## config.mk

```make
export PLATFORM = sky130hd
export DESIGN_NAME = seq_stamp_latch
export DESIGN_NICKNAME = d
export VERILOG_FILES = /design/src/rtl/ssl_pkg.sv /design/src/rtl/ssl_sense.sv /design/src/rtl/ssl_ctrl.sv /design/src/rtl/ssl_datapath.sv /design/src/rtl/seq_stamp_latch.sv
export SDC_FILE = /design/constraint.sdc
export NUM_CORES = 1
export LEC_CHECK = 0
export ABC_AREA = 1
export BUFFER_PORTS_ARGS = -buffer_cell sky130_fd_sc_hd__buf_2
export CORE_ASPECT_RATIO = 0.7
export CORE_UTILIZATION = 38
export CTS_BUF_LIST = sky130_fd_sc_hd__clkbuf_8
export DETAILED_ROUTE_END_ITERATION = 10
export HOLD_SLACK_MARGIN = 0.02
export PLACE_DENSITY = 0.62
export SKIP_CTS_REPAIR_TIMING = 1
export SLEW_MARGIN = 0
export SYNTH_ARGS = -nofsm -noshare
export SYNTH_HDL_FRONTEND = slang
export SYNTH_SLANG_ARGS = --single-unit
```

## constraint.sdc

```tcl
create_clock -name clk -period 3.65 [get_ports clk]
set_input_delay 0.1825 -clock clk [delete_from_list [all_inputs] [get_ports clk]]
set_output_delay 0.1825 -clock clk [all_outputs]
set_load 0.03 [all_outputs]
```

## src/rtl/ssl_pkg.sv

```systemverilog
package ssl_pkg;
  localparam int NUM_STATES = 4;
  localparam int STATE_W    = $clog2(NUM_STATES);
  localparam int NUM_CHK    = 5;
  localparam int CODE_W     = 2;
  localparam int CHK_PTR    = 0;

  typedef logic [STATE_W-1:0] stateIdx_t;

  typedef struct packed {
    logic capture;
  } sslStrobe_t;

  // Evaluate one condition code against a current and a previous truth value.
  function automatic logic condHit(input logic [CODE_W-1:0] code,
                                   input logic cur, input logic prev);
    logic hit;
    case (code)
      2'd0:    hit = cur;
      2'd1:    hit = !cur;
      2'd2:    hit = cur && !prev;
      default: hit = !cur && prev;
    endcase
    return hit;
  endfunction
endpackage

```

## src/rtl/ssl_sense.sv

```systemverilog
module ssl_sense
  import ssl_pkg::*;
#(
  parameter int PTR_W = 8
) (
  input  logic                                  clk,
  input  logic                                  rstN,
  input  logic [PTR_W-1:0]                      instrPtr,
  input  logic                                  sigClk,
  input  logic                                  sigTxd,
  input  logic                                  sigRxd,
  input  logic                                  sigTimeout,
  input  logic [NUM_STATES*NUM_CHK*CODE_W-1:0]  cfgCond,
  input  logic [NUM_STATES*NUM_CHK-1:0]         cfgChkDis,
  input  logic [NUM_STATES*PTR_W-1:0]           cfgPtrVal,
  output logic [NUM_STATES-1:0]                 goMask
);
  localparam int NUM_LINES = NUM_CHK - 1;

  logic [NUM_LINES-1:0] liveLines;
  logic [NUM_LINES-1:0] prevLines;
  logic [PTR_W-1:0]     prevPtr;

  assign liveLines = {sigTimeout, sigRxd, sigTxd, sigClk};

  // History of every monitored input, one clock behind.
  always_ff @(posedge clk) begin
    if (!rstN) begin
      prevLines <= '0;
      prevPtr   <= '0;
    end else begin
      prevLines <= liveLines;
      prevPtr   <= instrPtr;
    end
  end

  for (genvar t = 0; t < NUM_STATES; t++) begin : gStep
    logic [NUM_CHK-1:0] curVal;
    logic [NUM_CHK-1:0] oldVal;
    logic [NUM_CHK-1:0] okVec;
    logic [PTR_W-1:0]   refPtr;

    assign refPtr                  = cfgPtrVal[t*PTR_W +: PTR_W];
    assign curVal[CHK_PTR]         = (instrPtr == refPtr);
    assign oldVal[CHK_PTR]         = (prevPtr == refPtr);
    assign curVal[NUM_CHK-1:1]     = liveLines;
    assign oldVal[NUM_CHK-1:1]     = prevLines;

    for (genvar c = 0; c < NUM_CHK; c++) begin : gChk
      assign okVec[c] = cfgChkDis[t*NUM_CHK + c] ||
                        condHit(cfgCond[(t*NUM_CHK + c)*CODE_W +: CODE_W],
                                curVal[c], oldVal[c]);
    end

    assign goMask[t] = &okVec;
  end
endmodule

```

## src/rtl/ssl_ctrl.sv

```systemverilog
module ssl_ctrl
  import ssl_pkg::*;
#(
  parameter int DLY_W = 16
) (
  input  logic                  clk,
  input  logic                  rstN,
  input  logic                  cfgEnable,
  input  logic [DLY_W-1:0]      cfgDelay,
  input  logic [NUM_STATES-1:0] goMask,
  output stateIdx_t             curState,
  output sslStrobe_t            strobe
);
  localparam stateIdx_t LAST_STATE = stateIdx_t'(NUM_STATES - 1);

  logic             stepNow;
  logic             ringClose;
  logic             pending;
  logic [DLY_W-1:0] dlyCnt;

  assign stepNow   = cfgEnable && goMask[curState];
  assign ringClose = stepNow && (curState == LAST_STATE);

  // A new ring closure takes priority over an expiring older deadline.
  assign strobe.capture = cfgEnable && pending && (dlyCnt == '0) && !ringClose;

  always_ff @(posedge clk) begin
    if (!rstN) begin
      curState <= '0;
      pending  <= 1'b0;
      dlyCnt   <= '0;
    end else if (!cfgEnable) begin
      curState <= '0;
      pending  <= 1'b0;
      dlyCnt   <= '0;
    end else begin
      if (stepNow) begin
        curState <= stateIdx_t'(curState + 1'b1);
      end
      if (ringClose) begin
        pending <= 1'b1;
        dlyCnt  <= cfgDelay;
      end else if (pending) begin
        if (dlyCnt == '0) begin
          pending <= 1'b0;
        end else begin
          dlyCnt <= dlyCnt - 1'b1;
        end
      end
    end
  end
endmodule

```

## src/rtl/ssl_datapath.sv

```systemverilog
module ssl_datapath
  import ssl_pkg::*;
#(
  parameter int TS_W  = 32,
  parameter int OUT_N = 4,
  parameter int SEL_W = 2
) (
  input  logic             clk,
  input  logic             rstN,
  input  sslStrobe_t       strobe,
  input  logic [TS_W-1:0]  timeNow,
  input  logic [SEL_W-1:0] cfgOutSel,
  output logic [TS_W-1:0]  latchTime,
  output logic             latchEvent,
  output logic [OUT_N-1:0] trigOut
);
  logic [OUT_N-1:0] selOneHot;

  always_comb begin
    selOneHot = '0;
    for (int i = 0; i < OUT_N; i++) begin
      if (cfgOutSel == SEL_W'(i)) selOneHot[i] = 1'b1;
    end
  end

  always_ff @(posedge clk) begin
    if (!rstN) begin
      latchTime  <= '0;
      latchEvent <= 1'b0;
      trigOut    <= '0;
    end else begin
      latchEvent <= strobe.capture;
      trigOut    <= strobe.capture ? selOneHot : '0;
      if (strobe.capture) begin
        latchTime <= timeNow;
      end
    end
  end
endmodule

```

## src/rtl/seq_stamp_latch.sv

```systemverilog
module seq_stamp_latch
  import ssl_pkg::*;
#(
  parameter int PTR_W = 8,
  parameter int TS_W  = 32,
  parameter int DLY_W = 16,
  parameter int OUT_N = 4,
  localparam int SEL_W = (OUT_N > 1) ? $clog2(OUT_N) : 1
) (
  input  logic                                 clk,
  input  logic                                 rstN,
  input  logic                                 cfgEnable,
  input  logic [DLY_W-1:0]                     cfgDelay,
  input  logic [SEL_W-1:0]                     cfgOutSel,
  input  logic [NUM_STATES*NUM_CHK*CODE_W-1:0] cfgCond,
  input  logic [NUM_STATES*NUM_CHK-1:0]        cfgChkDis,
  input  logic [NUM_STATES*PTR_W-1:0]          cfgPtrVal,
  input  logic [PTR_W-1:0]                     instrPtr,
  input  logic                                 sigClk,
  input  logic                                 sigTxd,
  input  logic                                 sigRxd,
  input  logic                                 sigTimeout,
  input  logic [TS_W-1:0]                      timeNow,
  output logic [STATE_W-1:0]                   curState,
  output logic [TS_W-1:0]                      latchTime,
  output logic                                 latchEvent,
  output logic [OUT_N-1:0]                     trigOut
);
  logic [NUM_STATES-1:0] goMask;
  sslStrobe_t            strobe;
  stateIdx_t             phase;

  ssl_sense #(.PTR_W(PTR_W)) uSense (
    .clk        (clk),
    .rstN       (rstN),
    .instrPtr   (instrPtr),
    .sigClk     (sigClk),
    .sigTxd     (sigTxd),
    .sigRxd     (sigRxd),
    .sigTimeout (sigTimeout),
    .cfgCond    (cfgCond),
    .cfgChkDis  (cfgChkDis),
    .cfgPtrVal  (cfgPtrVal),
    .goMask     (goMask)
  );

  ssl_ctrl #(.DLY_W(DLY_W)) uCtrl (
    .clk       (clk),
    .rstN      (rstN),
    .cfgEnable (cfgEnable),
    .cfgDelay  (cfgDelay),
    .goMask    (goMask),
    .curState  (phase),
    .strobe    (strobe)
  );

  ssl_datapath #(.TS_W(TS_W), .OUT_N(OUT_N), .SEL_W(SEL_W)) uData (
    .clk        (clk),
    .rstN       (rstN),
    .strobe     (strobe),
    .timeNow    (timeNow),
    .cfgOutSel  (cfgOutSel),
    .latchTime  (latchTime),
    .latchEvent (latchEvent),
    .trigOut    (trigOut)
  );

  assign curState = phase;
endmodule

```

==> results of run 1 <==
cell usage in the layout (no fill, tap or decap), drive strengths merged, types with 15 or more instances in the layout:
cell type,netlist,final
nor2,147,147
a21oi,30,30
dfxtp,68,68
inv,82,84
xor2,20,20
nand3,37,37
nand2,193,193
o211ai,15,15
xnor2,50,50
buf,21,197
o21ai,39,39
layout make-up:
| class | instances | area, um2 |
|---|---|---|
| fill | 1286 | 6070 |
| multi-input combinational | 570 | 2900 |
| sequential | 68 | 1360 |
| timing repair buffer | 197 | 991 |
| inverter | 82 | 310 |
| tap | 157 | 196 |
| clock buffer | 9 | 124 |
| clock inverter | 7 | 53.8 |
sequential cells by signal (all words and copies together) (netlist names):
register and cells:
uSense.prevLines 4, uData.latchEvent 1, uData.latchTime 32, uCtrl.curState 2, uSense.prevPtr 8, uData.trigOut 4, uCtrl.dlyCnt 16, uCtrl.pending 1
where the power goes:
group	switching [mW]	internal, mW	total, mW	leakage, nW
Sequential	0.0136	0.749	0.763	0.551
Clock	0.322	0.250	0.572	0.0872
Combinational	0.173	0.149	0.321	2.39
metal layers:
| layer | up-vias | track usage, % | part of all wire (%) |
|---|---|---|---|
| li1 | 2694 | - | - |
| met1 | 2103 | 29.9 | 50 |
| met2 | 172 | 33.9 | 40 |
| met3 | 10 | 7.58 | 9.4 |
| met4 | 0 | 4.72 | 0.92 |
| met5 | - | 0 | 0 |
logic make-up (layout without fill, tap and decap cells):
logic type	after synthesis	count (layout)	synth area share, %
buffers and inverters	121	295	11.0
XOR/XNOR	70	70	12.8
AND/OR/NAND/NOR	409	409	36.9
adder cells (fa/ha/maj)	2	2	0.522
flip-flops	68	68	28.4
AO/OA/AOI/OAI	89	89	10.4
worst register-to-register path: stages (launching register included):
cell and delay, ps:
dfxtp_1 460, xnor2_1 160, nand2_1 80, nor2_1 250
nand2_1 90, nand2_1 70, nand2_1 50, nand3_1 60
nand2_1 90, nand3_2 110, nand4_4 400, nand2_2 590
o21ai_0 180, nor2_1 120
path summary, 6_finish.rpt:
kind / startpoint / end / slack [ps] / cells after the start
max: uSense.prevPtr[6] / uData.latchTime[19] / 880 / 13
min reg2reg: uData.latchTime[30] / uData.latchTime[30] / 490 / 2
max reg2reg: uSense.prevPtr[6] / uData.latchTime[19] / 880 / 13
min: sigRxd / uSense.prevLines[2] / 20 / 3
through the flow:
step / setup slack (ps) / utilization [%]
2_1_floorplan: 1690 / -
3_3_place_gp: 966 / 48.0
3_5_place_dp: 961 / 48.0
4_1_cts: 897 / 49.4
5_1_grt: 522 / 49.4
6_report: 881 / 49.4
==> results.toml, run 1 <==
[worst_setup_path]
cp_slowest_cell = "nand2_2"
path_cells = "xnor2_1 > nand2_1 > nor2_1 > nand2_1 > nand2_1 > nand2_1 > nand3_1 > nand2_1 > nand3_2 > nand4_4 > nand2_2 > o21ai_0 > nor2_1"
cpMostUsedCell = "nand2_1"
crit_required_ps = 3930
slowest_delay_ps = 580
critPathMaxFanout = 33
cp.arrival_ps = 3050
critical_path_buf_inv_count = 0
critical_path_class = "flop to flop"
crit_family = "simple AND/OR/NAND/NOR gates"
endpoint_kind = "flop"
cp-start-kind = "flop"

[clocking]
cts_sinks = 68
clock_latency_ps = 350
clk_path_buf_depth = 2
htree_levels = 3
cts_made_buffers = 9
clock-root-buffer = "clkbuf_8"
clk_pin_slew_ps = 80
cts_tree = "yes"

[sta]
grt_setup_unrepaired = "false"
timing.slew.headroom_pct = 49.2
min_period_ps = 2770
hold_violations = 0
fin_skew_ps = 12.1
worst_pin_slew_ps = 759
fin_hold_ws_ps = 23.2
maxSlewViolCount = 0
finalSetupViolations = 0
totalNegativeSetupSlack_ps = 0
max_freq_ghz = 0.361
period_share_pct = 75.9

[outcome]
status = "finished clean"

[yosys]
synthCells = 759
syn_area_mm2 = 0.00479
syn_nets = 918
synth_common_cells = "189 x nand2_1, 135 x nor2_1, 81 x inv_1, 68 x dfxtp_1, 50 x xnor2_1"
synth_edf_count = 0
avgSynthCellArea_um2 = 6.32
synthMostInstantiatedCell = "nand2_1"
yosys_most_used_dff = "dfxtp_1"
ys_warn_count = 0
synth.largest_area_cell = "dfxtp_1"
synth_top_area_share_pct = 28.4
ys_seq_elements = 68
synth_cell_type_count = 36
ys_seq_area_share_pct = 28.4
synthArstFlopShare_pct = 0
synthTopCellsByArea = "dfxtp_1 28%, nand2_1 15%, nor2_1 11%"

[routing]
drt_iter0_markers = 247
via_per_inst = 4.57
wl_per_cell_um = 12.9
drc_errors = 0
ant_nets = 0
vias = 4979
firstDrtPassIters = 5
wl_um = 14100

[global_routing]
grt_use_total_pct = 22.2
grt_pass1_wl_um = 22300
overflow = 0
antenna_found_initial = 0
grt_max_degree = 47
grt_pass1_vias = 4533

[floorplanning]
die_area_mm2 = 0.0131
die_x_um = 136
io_pins = 196
start_util_pct = 39.9
num_rows = 33
core_mm2 = 0.0120
die_h_um = 96.0

[final_layout]
antenna_cells = 0
syn2layout_area_growth_pct = 23.9
final_nets = 1087
final_cell_count_no_fill = 1090
postLayoutCellArea_mm2 = 0.00594
drive_gt1_share_pct = 25.4

[pwr]
fin_total_pwr_mw = 1.66
powerDensity_mw_per_mm2 = 279
power.leakage_nw = 3.02
peakVddDrop_uv = 206

[placement]
placedCellCount = 1074
hpwl_um = 11100
postPlaceCellArea_mm2 = 0.00576
io_buffers = 195
place_congestion = 0.857

[job]
drv_cap = 0

[min_path]
hp-class = "input port to flop"
No activity file was read; power rests on OpenSTA's default activity.
==> run 2, diff against run 1 <==
Settings changed: PLACE_DENSITY 0.62 to 0.65.
Clock period 3.65 ns to 2.3 ns, I/O delays scaled along.
==> run 2 against run 1 <==
  * The flow now finishes with violations (negative hold slack)
  * Critical endpoint is now uData.latchTime[3]
  * Clock power grew 100%
  * Global-route usage shrank 0.082 points
  * Core utilization grew 3.6 points
  * Cell count grew 2.8%
  * Register-to-register slack lost 660 ps
  * Sequential share of layout area shrank 1.4 points
  * Die area is the same
  * Clock skew shrank 4.4 ps
  * Largest cell class unchanged
  * Clock-buffer cell count grew 2
  * Sequential cell count is the same
==> results.toml, run 2 (synthesis gave the netlist of run 1 again) <==
[outcome]
status = "complete, but fails checks"
violations = "negative hold slack"

[placement]
postPlaceCellArea_mm2 = 0.00587
io_buffers = 195
placedCellCount = 1083
hpwl_um = 11100
place_congestion = 0.810

[sta]
finalSetupViolations = 0
worst_pin_slew_ps = 372
fin_hold_ws_ps = -4.75
timing.slew.headroom_pct = 75.2
fin_skew_ps = 7.65
maxSlewViolCount = 0
hold_violations = 4
min_period_ps = 2140
max_freq_ghz = 0.466
period_share_pct = 93.2

[routing]
drc_errors = 0
wl_um = 14300
vias = 5167
firstDrtPassIters = 5
drt_iter0_markers = 268
wl_per_cell_um = 12.8
ant_nets = 0
via_per_inst = 4.61

[pwr]
p_sw_mw = 0.793
power.leakage_nw = 3.21
swShare_pct = 27.2
p_int_mw = 2.12
share_seq_of_total_power_pct = 41.5
powerDensity_mw_per_mm2 = 458
power.share.clock_pct = 40.0
combPwrFrac_pct = 18.5
peakVddDrop_uv = 304

[final_layout]
regMostFlops = "uData.latchTime"
final_cell_count_no_fill = 1121
layout_commonest_cell = "buf_2"
drive_gt1_share_pct = 26.9
final_nets = 1118
largest_reg_flops = 32
final_cell_mix = "195 x buf_2, 189 x nand2_1, 134 x nor2_1"
utilization_pct = 53.0
postLayoutCellArea_mm2 = 0.00637
largestRegisters = "uData.latchTime (32), uCtrl.dlyCnt (16), uSense.prevPtr (8)"
syn2layout_area_growth_pct = 32.9
antenna_cells = 0

[worst_setup_path]
cp.arrival_ps = 2400
ff2ff_path_depth = 13
r2r_setup_slack_ps = 220
cp-start-kind = "input port"
critical_path_class = "input port to flop"
endpoint_kind = "flop"
critPathMaxFanout = 16
timing.rr.end = "uData.latchTime[3]"
rr_startpoint = "uCtrl.dlyCnt[0]"
crit_required_ps = 2560

[min_path]
hold_depth = 3
hp-class = "input port to flop"
min_from = "timeNow[16]"
worstHoldEndpoint = "uData.latchTime[16]"

[clocking]
clk_pin_slew_ps = 80
htree_levels = 3
clock_latency_ps = 360
clock-root-buffer = "clkbuf_8"
clk_path_buf_depth = 2
cts_sinks = 68
cts_tree = "yes"
cts_made_buffers = 9

[floorplanning]
die_x_um = 136
io_pins = 196
start_util_pct = 39.9
die_area_mm2 = 0.0131
num_rows = 33
core_mm2 = 0.0120
die_h_um = 96.0

[global_routing]
grt_pass1_vias = 4620
grt_use_total_pct = 22.1
overflow = 0
antenna_found_initial = 0
grt_pass1_wl_um = 22200
grt_max_degree = 33

[job]
drv_cap = 0
[run 2: area by class of cell]
cell class | count | area (um2)
Clock buffer | 11 | 151
Clock inverter | 5 | 83.8
Fill cell | 1229 | 5640
Inverter | 82 | 310
Multi-Input combinational cell | 570 | 2930
Sequential cell | 68 | 1370
Tap cell | 157 | 196
Timing Repair Buffer | 228 | 1330
[run 2: critical path, stage by stage]
cell	delay (ps)
dlygate4sd3_1	560
buf_2	140
inv_1	180
o211ai_1	130
nand2_1	80
o211ai_1	80
nor2_1	200
nand2_1	120
nand3_2	110
nand4_4	170
nand2_4	130
inv_4	50
clkbuf_16	180
nor2_1	90
nor2_1	50
[run 2: how the worst max path moves through the flow]
stage,start,end,cells past startpoint
4_1_cts,uSense.prevPtr[1],uCtrl.dlyCnt[0],12
6_report,sigTimeout,uData.latchTime[3],15
2_1_floorplan,uCtrl.dlyCnt[0],uData.latchTime[18],13
3_3_place_gp,uSense.prevPtr[0],uCtrl.dlyCnt[0],12
5_1_grt,sigTimeout,uData.latchTime[31],14
3_5_place_dp,uSense.prevPtr[1],uCtrl.dlyCnt[0],12
[run 2: power by group through the flow]
stage                     registers [mW]  clock network (mW)  logic (mW)
after CTS                           1.21                1.20       0.512
after floorplan                     1.22                   0       0.305
after global placement              1.24                   0       0.504
after detailed placement            1.24                   0       0.510
final                               1.21                1.17       0.540
after global routing                1.21                1.26       0.607
[run 2: stage by stage]
step	setup slack (ps)	power (mW)	setup TNS [ps]
global placement	102	1.74	0
finish	156	2.92	0
detailed placement	83.8	1.75	0
global route	-9.90	3.08	-57.3
floorplan	335	1.53	0
CTS	71.6	2.92	0
[run 2: metal layers]
metal  track usage (%)  up-vias  wire length [um]
li1                  -     2752                 -
met1              29.8     2238              6950
met2              33.8      163              6150
met3              6.95       14              1060
met4              5.83        0               171
met5                 0        -                 0
